$ cat config.mk
export PLATFORM = sky130hd
export DESIGN_NAME = mem_order_gate
export DESIGN_NICKNAME = d
export VERILOG_FILES = /design/src/rtl/mem_order_gate.sv
export SDC_FILE = /design/constraint.sdc
export NUM_CORES = 1
export LEC_CHECK = 0
export ABC_AREA = 1
export BUFFER_PORTS_ARGS = -buffer_cell sky130_fd_sc_hd__buf_4
export CAP_MARGIN = 20
export CORE_UTILIZATION = 40
export CTS_CLUSTER_DIAMETER = 50
export CTS_CLUSTER_SIZE = 30
export DETAILED_ROUTE_END_ITERATION = 7
export SLEW_MARGIN = 20
export SYNTH_ARGS = -nofsm -noshare
export SYNTH_HDL_FRONTEND = slang
export SYNTH_SLANG_ARGS = --single-unit
$ cat constraint.sdc
create_clock -name clk -period 2.8 [get_ports clk]
set_input_delay 0.42 -clock clk [delete_from_list [all_inputs] [get_ports clk]]
set_output_delay 0.42 -clock clk [all_outputs]
set_load 0.03 [all_outputs]
$ cat src/rtl/mem_order_gate.sv
module mem_order_gate #(
  parameter int CW = 4
) (
  input  logic       clk,
  input  logic       rst_n,
  input  logic [1:0] mode_i,
  input  logic       req_valid,
  input  logic [2:0] req_type,
  output logic       req_ready,
  output logic       iss_valid,
  output logic [2:0] iss_type,
  input  logic       cmp_valid,
  input  logic [2:0] cmp_type
);
  localparam logic [CW-1:0] CMAX = '1;

  logic [CW-1:0] rd_cnt, wr_cnt, sy_cnt, rl_cnt;
  logic [1:0]    mode_q;

  wire idle = (rd_cnt == '0) && (wr_cnt == '0) && (sy_cnt == '0) && (rl_cnt == '0);
  wire [1:0] mode_e = idle ? mode_i : mode_q;
  wire mode_hold = !idle && (mode_i != mode_q);

  wire t_rd = (req_type == 3'd0);
  wire t_wr = (req_type == 3'd1);
  wire t_sy = (req_type == 3'd2) || (req_type == 3'd3);
  wire t_rl = (req_type == 3'd4);

  wire c_rd = cmp_valid && (cmp_type == 3'd0);
  wire c_wr = cmp_valid && (cmp_type == 3'd1);
  wire c_sy = cmp_valid && ((cmp_type == 3'd2) || (cmp_type == 3'd3));
  wire c_rl = cmp_valid && (cmp_type == 3'd4);

  wire no_sy = (sy_cnt == '0);
  wire no_rl = (rl_cnt == '0);
  wire no_ord = (rd_cnt == '0) && (wr_cnt == '0);

  logic rule_ok;
  always_comb begin
    unique case (mode_e)
      2'd0: rule_ok = idle;
      2'd1: rule_ok = t_rd ? (rd_cnt == '0) : idle;
      2'd2: rule_ok = (t_rd || t_wr) ? (no_sy && no_rl) : idle;
      default: rule_ok = t_rl ? (no_ord && no_rl) : no_sy;
    endcase
  end

  wire full = (t_rd && rd_cnt == CMAX) || (t_wr && wr_cnt == CMAX) ||
              (t_sy && sy_cnt == CMAX) || (t_rl && rl_cnt == CMAX);

  assign req_ready = rule_ok && !full && !mode_hold;
  assign iss_valid = req_valid && req_ready;
  assign iss_type  = req_type;

  function automatic logic [CW-1:0] step(input logic [CW-1:0] c, input logic up, input logic dn);
    step = c + {{(CW-1){1'b0}}, up} - {{(CW-1){1'b0}}, dn};
  endfunction

  always_ff @(posedge clk) begin
    if (!rst_n) begin
      rd_cnt <= '0;
      wr_cnt <= '0;
      sy_cnt <= '0;
      rl_cnt <= '0;
      mode_q <= 2'd0;
    end else begin
      rd_cnt <= step(rd_cnt, iss_valid && t_rd, c_rd);
      wr_cnt <= step(wr_cnt, iss_valid && t_wr, c_wr);
      sy_cnt <= step(sy_cnt, iss_valid && t_sy, c_sy);
      rl_cnt <= step(rl_cnt, iss_valid && t_rl, c_rl);
      if (idle) mode_q <= mode_i;
    end
  end
endmodule


==> run metrics, run 1 <==
outcome finished, final reports clean; Antenna Violating Nets Remaining 0; Sw Ratio 38.36%; Yosys reg bits 18; DR vias between 1000 and 1500; global route overflow 0; Leakage Power 0.0009033 uW; Die H approximately 63 um; Crit path arrival time ~2.8 ns; combinational share of power a little under half; Clock power frac 22.4%; CP startpoint kind flip-flop; antenna violations before repair 0; worst hold margin roughly 0.44 ns; post-layout util between 50% and 60%; Storage cell area approximately 360 um^2; asr flop ratio synth 0%; PwrDens 569.0 nW/um^2; Worst Setup Path Type reg2reg; Horiz. Die Dim approximately 63 um; Starting Density roughly 43%; fill count 351; top_reg_cell synth dfxtp_1; Cells after DPL roughly 260; share of layout cells above drive strength 1 20.28%; Worst-Skew Late Latency between 0.2 and 0.3 ns; worst-path fanout max 5; final setup skew between 0.0015 and 0.002 ns; die area around 4000 um^2; H-tree levels 1; DR iter-0 viols 40; final wirelength between 2 and 3 mm; CTS Sinks 18; Power Internal between 600 and 700 uW; setup tns final 0 ns; Slowest cell on crit path fa_2; final setup fails 0; post-layout minimum cycle time 2.638 ns; Max VDD drop approximately 330 uV; HP Class in2reg; Synth-to-Final Area Change 17.77%; number of max-cap violations 0; Final Hold Viols 0; routability cong. about 0.8; FMAX about 380 MHz; max incr delay on CP slightly above 0.5 ns; Diodes inserted 0; vias in the first global route between 1000 and 1500; fin nets ~260; number of distinct library cells after synthesis 24; Crit path required time roughly 3 ns; Total GRT Usage 15.56%; CTS Buf Count 3; Post-Layout Cell Count about 260; vias per inst between 4 and 5; Hold-fix buffers, CTS 0; Final Cycle Share approximately 94%; core area between 3000 and 4000 um^2; number of flops mapped to enable cells by yosys 0; clk slew on worst S/H paths 0.07 ns; Rows 21; DR pass1 iterations 4; area of the multi-input gates 955.9 um^2; Setup crit end kind flip-flop; # IOs 17; final max-slew violation count 0; Syn Nets 238; Longest Clk Path Bufs 2; sequential share of power between 30% and 40%; Root Driver clkbuf_8; synthesized cell area between 1000 and 1500 um^2; DP HPWL roughly 2.3 mm; crit-path cells inv_1 > ha_1 > nand2_2 > or2_2 > nand2_1 > nor2_2 > a21oi_4 > nand4_1 > ha_1 > inv_1 > ha_1 > inv_1 > fa_2 > nor2_1; Slew HR 71.69%; first-pass GRT wire length approximately 4.7 mm; Psw around 380 uW; Worst-Margin Slew ~0.42 ns; post-synthesis sequential area ratio between 20% and 30%; CTS tree built; Residual DRC 0; Ys Warns 0; wire length per cell 10.62 um; largest net degree at the start of global routing 12; Mapped Cells 198; Syn Area/Cell approximately 7.4 um^2; number of port buffers 16
## power by group through the flow
stage               Clock (uW)  Combinational (uW)  Sequential, uW
floorplan                    0                 330             322
global placement             0                 409             326
detailed placement           0                 412             327
CTS                        232                 413             320
global route               245                 503             325
finish                     221                 445             320
## state kept, by name (all words and copies together) (netlist names)
signal  flops
mode_q      2
rd_cnt      4
rl_cnt      4
sy_cnt      4
wr_cnt      4
## through the flow
step | cell area, um^2 | setup slack [ns] | power [uW]
final | 1733 | 0.1616 | 986.1
after global routing | 1733 | -0.01771 | 1073
after CTS | 1693 | 0.07305 | 966.2
after detailed placement | 1638 | 0.03301 | 738.6
after global placement | 1638 | 0.05751 | 735.0
after floorplan | 1471 | 0.2871 | 652.0
## cell type report
class,count,area share [%]
sequential,18,20.79
tap,46,3.321
clock buffer,4,3.177
timing repair buffer,19,8.231
multi-input combinational,133,55.16
inverter,43,9.314
## metal layers
layer,vias to the layer above,share of wire (%),GRT usage [%]
met5,-,0,0
met4,0,2.0,6.977
met2,25,46,25.00
met1,509,47,19.40
li1,654,-,-
met3,6,4.9,4.015
## worst max-delay path: cells and delay by family (launching register included)
family | cells | cell delay, ns
fa+ha+maj | 4 | 1.14
simple gates | 6 | 0.69
flops | 1 | 0.31
buf+inv | 3 | 0.19
compound gates | 1 | 0.18
## synthesized netlist by cell type, types with 3 or more instances
library cell | instances | area [um^2]
a21oi_1 | 6 | 30.03
buf_4 | 3 | 22.52
dfxtp_1 | 18 | 360.4
fa_1 | 4 | 80.08
ha_1 | 24 | 300.3
inv_1 | 43 | 161.4
nand2_1 | 29 | 108.9
nand2_2 | 4 | 25.02
nand3_1 | 10 | 50.05
nand4_1 | 7 | 43.79
nor2_1 | 24 | 90.09
nor2_2 | 3 | 18.77
o21ai_0 | 6 | 30.03
## path summary, 6_finish.rpt
check | startpoint | end | slack [ns] | depth (start not counted)
min reg2reg | wr_cnt[3] | wr_cnt[3] | 0.59 | 3
max | sy_cnt[2] | rl_cnt[1] | 0.16 | 14
min | rst_n | wr_cnt[0] | 0.44 | 3
max reg2reg | sy_cnt[2] | rl_cnt[1] | 0.16 | 14
## logic make-up after synthesis
logic type,synth area share (%)
buf+inv,12.75
fa+ha+maj,25.85
flops,24.49
compound gates,7.228
simple gates,27.30
xor+xnor,2.381
## cells in the final DEF (no fill, tap or decap), drive strengths merged
cell type	count
a21o	2
o21ai	6
or2	1
nor2	29
nand2	33
inv	43
buf	19
nand3	12
a21oi	7
xnor2	2
clkbuf	4
nand4	7
and2	1
a211oi	2
ha	24
dfxtp	18
fa	4
xor2	2
nor3b	1
## timing repair
item | CTS | global route
endpoints found under the setup margin | 0 | 12
buffers inserted | 0 | 1
resized for setup | 0 | 8
hold endpoints to repair | 0 | 0
No activity file was read; power rests on OpenSTA's default activity.
==> inputs of run 2 (changes only) <==
PLACE_DENSITY = 0.56   (was default)
==> run metrics, run 2 (same netlist as run 1, synthesis figures left out) <==
FMAX 376.9 MHz; vias in the first global route between 1000 and 1500; Root Driver clkbuf_8; H-tree levels 1; Worst Path Buf+Inv 3; met1 Resource Use GR 21.55%; die area just under 4000 um^2; number of port buffers 16; Leakage Power roughly 0.0009 uW; Horiz. Die Dim approximately 63 um; Die H approximately 63 um; PwrDens 570.4 nW/um^2; Final Cycle Share between 90% and 100%; HP Class in2reg; final max-slew violation count 0; Rows 21; Final Hold Viols 0; Hold-fix buffers, CTS 0; DP HPWL 2.419 mm; Synth-to-Final Area Change 18.96%; Slew HR approximately 65%; Slowest cell on crit path fa_2; CTS tree built; Longest Clk Path Bufs 2; GR Layer Usage met3 roughly 3.5%; final std cell area, no fill between 1500 and 2000 um^2; final wirelength approximately 3.0 mm; post-layout util between 50 and 60%; CTS Buf Count 3; global route hottest layer met2; final setup skew approximately 0.0038 ns; Worst-Skew Late Latency between 0.2 and 0.3 ns; global route overflow 0; Power Internal 613.3 uW; DP Area 1623 um^2; number of max-cap violations 0; Clock power frac around a fifth; Setup crit end kind flip-flop; share of layout cells above drive strength 1 between 20% and 30%; setup tns final 0 ns; outcome finished, final reports clean; Psw 385.1 uW; max incr delay on CP between 0.4 and 0.5 ns; antenna violations before repair 0; post-layout minimum cycle time between 2 and 3 ns; DR pass1 iterations 4; routability cong. 0.7783; Crit path arrival time around 2.9 ns; # IOs 17; largest net degree at the start of global routing 12; first-pass GRT wire length ~5.3 mm; DR iter-0 viols between 40 and 50; wire length per cell approximately 11 um; Residual DRC 0; Max VDD drop roughly 370 uV; sequential share of power around 32%; worst slack, placed -0.03593 ns; Starting Density ~43%; Antenna Violating Nets Remaining 0; power consumption roughly 1000 uW; commonest non-fill, non-tap cell in the layout inv_1; Worst-Margin Slew roughly 0.53 ns; grt met2 use slightly above 30%; most frequent cells in the layout 41 x inv_1, 25 x nand2_1, 24 x nor2_1; CP startpoint kind flip-flop; clk slew on worst S/H paths roughly 0.07 ns; worst-path fanout max 5; Crit path max-delay family adder cells; Diodes inserted 0; Sw Ratio ~39%; Worst Setup Path Type reg2reg; DR vias 1238; final setup fails 0; vias per inst roughly 4.7; CTS Sinks 18; Total GRT Usage ~17%; fin nets between 200 and 300; combinational share of power 46.2%; core area between 3000 and 4000 um^2; Final Worst Setup Slack ~0.15 ns; crit-path cells inv_2 > ha_2 > nand2_2 > nor2_4 > nand3_2 > and2_4 > a21oi_4 > nand4_1 > ha_2 > inv_1 > ha_1 > inv_1 > fa_2 > nor2_1; Crit path required time around 3.0 ns
==> run 2: path summary, 6_finish.rpt <==
kind	slack [ns]	to	from	cells past startpoint
max	0.15	wr_cnt[1]	sy_cnt[2]	14
min	0.46	sy_cnt[0]	rst_n	3
min reg2reg	0.59	rl_cnt[3]	rl_cnt[3]	3
max reg2reg	0.15	wr_cnt[1]	sy_cnt[2]	14
==> run 2: power groups by stage <==
stage	combinational [uW]	sequential, uW	clock [uW]
finish	461	323	214
global route	525	327	232
CTS	416	322	226
detailed placement	414	328	0
global placement	403	326	0
floorplan	330	322	0
==> run 2: layout make-up <==
class,count,area (um^2)
timing repair buffer,17,127.6
tap,46,57.56
multi-input combinational,133,987.2
sequential,18,361.6
fill,335,1692
clock buffer,4,55.05
inverter,43,161.4
==> run 2: timing repair <==
action                                  CTS  global route
endpoints found under the setup margin    0            12
resized for setup                         0            19
setup buffers                             0             1
==> run 2: stage by stage <==
| stage | cells | hold slack, ns |
|---|---|---|
| final | 261 | 0.4586 |
| after global routing | 261 | 0.4681 |
| after CTS | 260 | 0.4563 |
| after floorplan | 198 | 0.5568 |
| after detailed placement | 256 | 0.5851 |
| after global placement | 256 | 0.5690 |
==> run 2: worst register-to-register path, stage by stage (launching register included) <==
cell and delay (ns):
dfxtp_1 0.32, inv_2 0.06, ha_2 0.18, nand2_2 0.07, nor2_4 0.20, nand3_2 0.11, and2_4 0.18, a21oi_4 0.17
nand4_1 0.14, ha_2 0.33, inv_1 0.03, ha_1 0.17, inv_1 0.09, fa_2 0.44, nor2_1 0.10
==> run 2: metal layers <==
| layer | routed length [um] | part of all wire, % |
|---|---|---|
| met5 | 0 | 0 |
| met4 | 24 | 0.80 |
| met3 | 101 | 3.4 |
| met2 | 1482 | 50 |
| met1 | 1384 | 46 |
==> inputs of run 3 (changes only) <==
CELL_PAD_IN_SITES_DETAIL_PLACEMENT = 0   (was default)
CELL_PAD_IN_SITES_GLOBAL_PLACEMENT = 1   (was default)
PLACE_DENSITY = 0.73   (was 0.56)
==> run metrics, run 3 (same netlist as run 1, synthesis figures left out) <==
first-pass GRT wire length between 5 and 6 mm; fill count roughly 340; CTS tree built; DR iter-0 viols 32; Setup crit end kind flip-flop; Post-Layout Cell Count between 200 and 300; area of the multi-input gates 1036 um^2; # IOs 17; DP HPWL about 2.4 mm; final wirelength 3.104 mm; Reg2Reg Setup Slack 0.13 ns; worst-path fanout max 6; largest net degree at the start of global routing 12; die area 3925 um^2; Starting Density 42.75%; Worst Setup Path Type reg2reg; DR pass1 iterations 3; Die H around 63 um; Final Hold Viols 0; CTS Sinks 18; H-tree levels 1; worst hold margin 0.4418 ns; worst slack, placed -0.05493 ns; Total GRT Usage between 10% and 20%; Rows 21; FMAX 374.0 MHz; Worst-Skew Late Latency approximately 0.26 ns; Longest Clk Path Bufs 2; clk slew on worst S/H paths 0.07 ns; routability cong. 0.7829; final max-slew violation count 0; Diodes inserted 0; share of layout cells above drive strength 1 between 30% and 40%; final setup skew 0.005108 ns; CP startpoint kind flip-flop; vias in the first global route approximately 1200; number of port buffers 16; antenna violations before repair 0; DP Area 1630 um^2; most frequent cells in the layout 36 x inv_1, 24 x nor2_1, 22 x nand2_1; CTS Buf Count 3; vias per inst approximately 4.8; wire length per cell between 10 and 15 um; outcome finished, final reports clean; Horiz. Die Dim around 63 um; Leakage Power between 0.0009 and 0.001 uW; final std cell area, no fill ~1800 um^2; Residual DRC 0; global route overflow 0; Slew HR 63.70%; core area 3442 um^2; DR vias roughly 1300; Worst-Margin Slew around 0.54 ns; fin nets 259; final setup fails 0; PwrDens between 500 and 600 nW/um^2; Final Worst Setup Slack about 0.13 ns; Final Cycle Share 95.50%; Root Driver clkbuf_8; Antenna Violating Nets Remaining 0; Cells after DPL roughly 260; HP Class in2reg; Hold-fix buffers, CTS 0; Crit path arrival time around 2.8 ns; Storage cell area around 370 um^2; post-layout minimum cycle time roughly 2.7 ns; commonest non-fill, non-tap cell in the layout inv_1; Crit path required time around 3 ns; Max VDD drop approximately 290 uV; number of max-cap violations 0; Synth-to-Final Area Change 24.06%
[run 3: per-layer routing]
layer	vias to the layer above	track usage [%]	share of wire [%]
met4	0	4.360	0.93
met5	-	0	0
li1	654	-	-
met2	15	28.80	49
met1	592	20.02	47
met3	4	2.737	2.3
[run 3: path summary, 6_finish.rpt]
check / depth (start not counted) / startpoint / end
worst max-delay path: 15 / rd_cnt[3] / rl_cnt[1]
worst min-delay path: 3 / rst_n / rd_cnt[0]
worst max register to register: 15 / rd_cnt[3] / rl_cnt[1]
worst min register to register: 3 / wr_cnt[3] / wr_cnt[3]
[run 3: timing repair]
action                     4_1_cts  5_1_grt
pin swaps                        1       21
resized for setup                1       38
setup buffers                    0        3
hold endpoints to repair         0        0
setup endpoints to repair        1       11
cloned                           0        0
[run 3: critical path: stages, from the launching register on]
cell,delay (ns)
dfxtp_1,0.33
inv_1,0.10
ha_4,0.14
nand2_2,0.06
nor2_4,0.21
nand3_2,0.12
nand2_2,0.10
nor2_2,0.05
a21oi_4,0.18
nand4_1,0.12
ha_1,0.31
inv_1,0.06
ha_2,0.16
inv_2,0.04
fa_2,0.52
nor2_1,0.04
[run 3: layout make-up]
class | count | area share [%]
Clock buffer | 4 | 3.016
Inverter | 43 | 8.842
Timing Repair Buffer | 20 | 8.225
Tap cell | 46 | 3.153
Sequential cell | 18 | 20.01
Multi-Input combinational cell | 133 | 56.75
[run 3: power breakdown]
part           switching, uW  internal (uW)
Sequential              29.1            299
Clock                   92.7            125
Combinational            297            229
Total                    419            653
[run 3: metrics by stage]
step	setup TNS (ns)	util, %	total power (uW)
floorplan	0	-	652.0
global placement	-0.06771	47.36	730.7
detailed placement	-0.09985	47.36	741.4
CTS	0	49.04	962.4
global route	-0.3660	53.04	1155
finish	0	53.04	1072
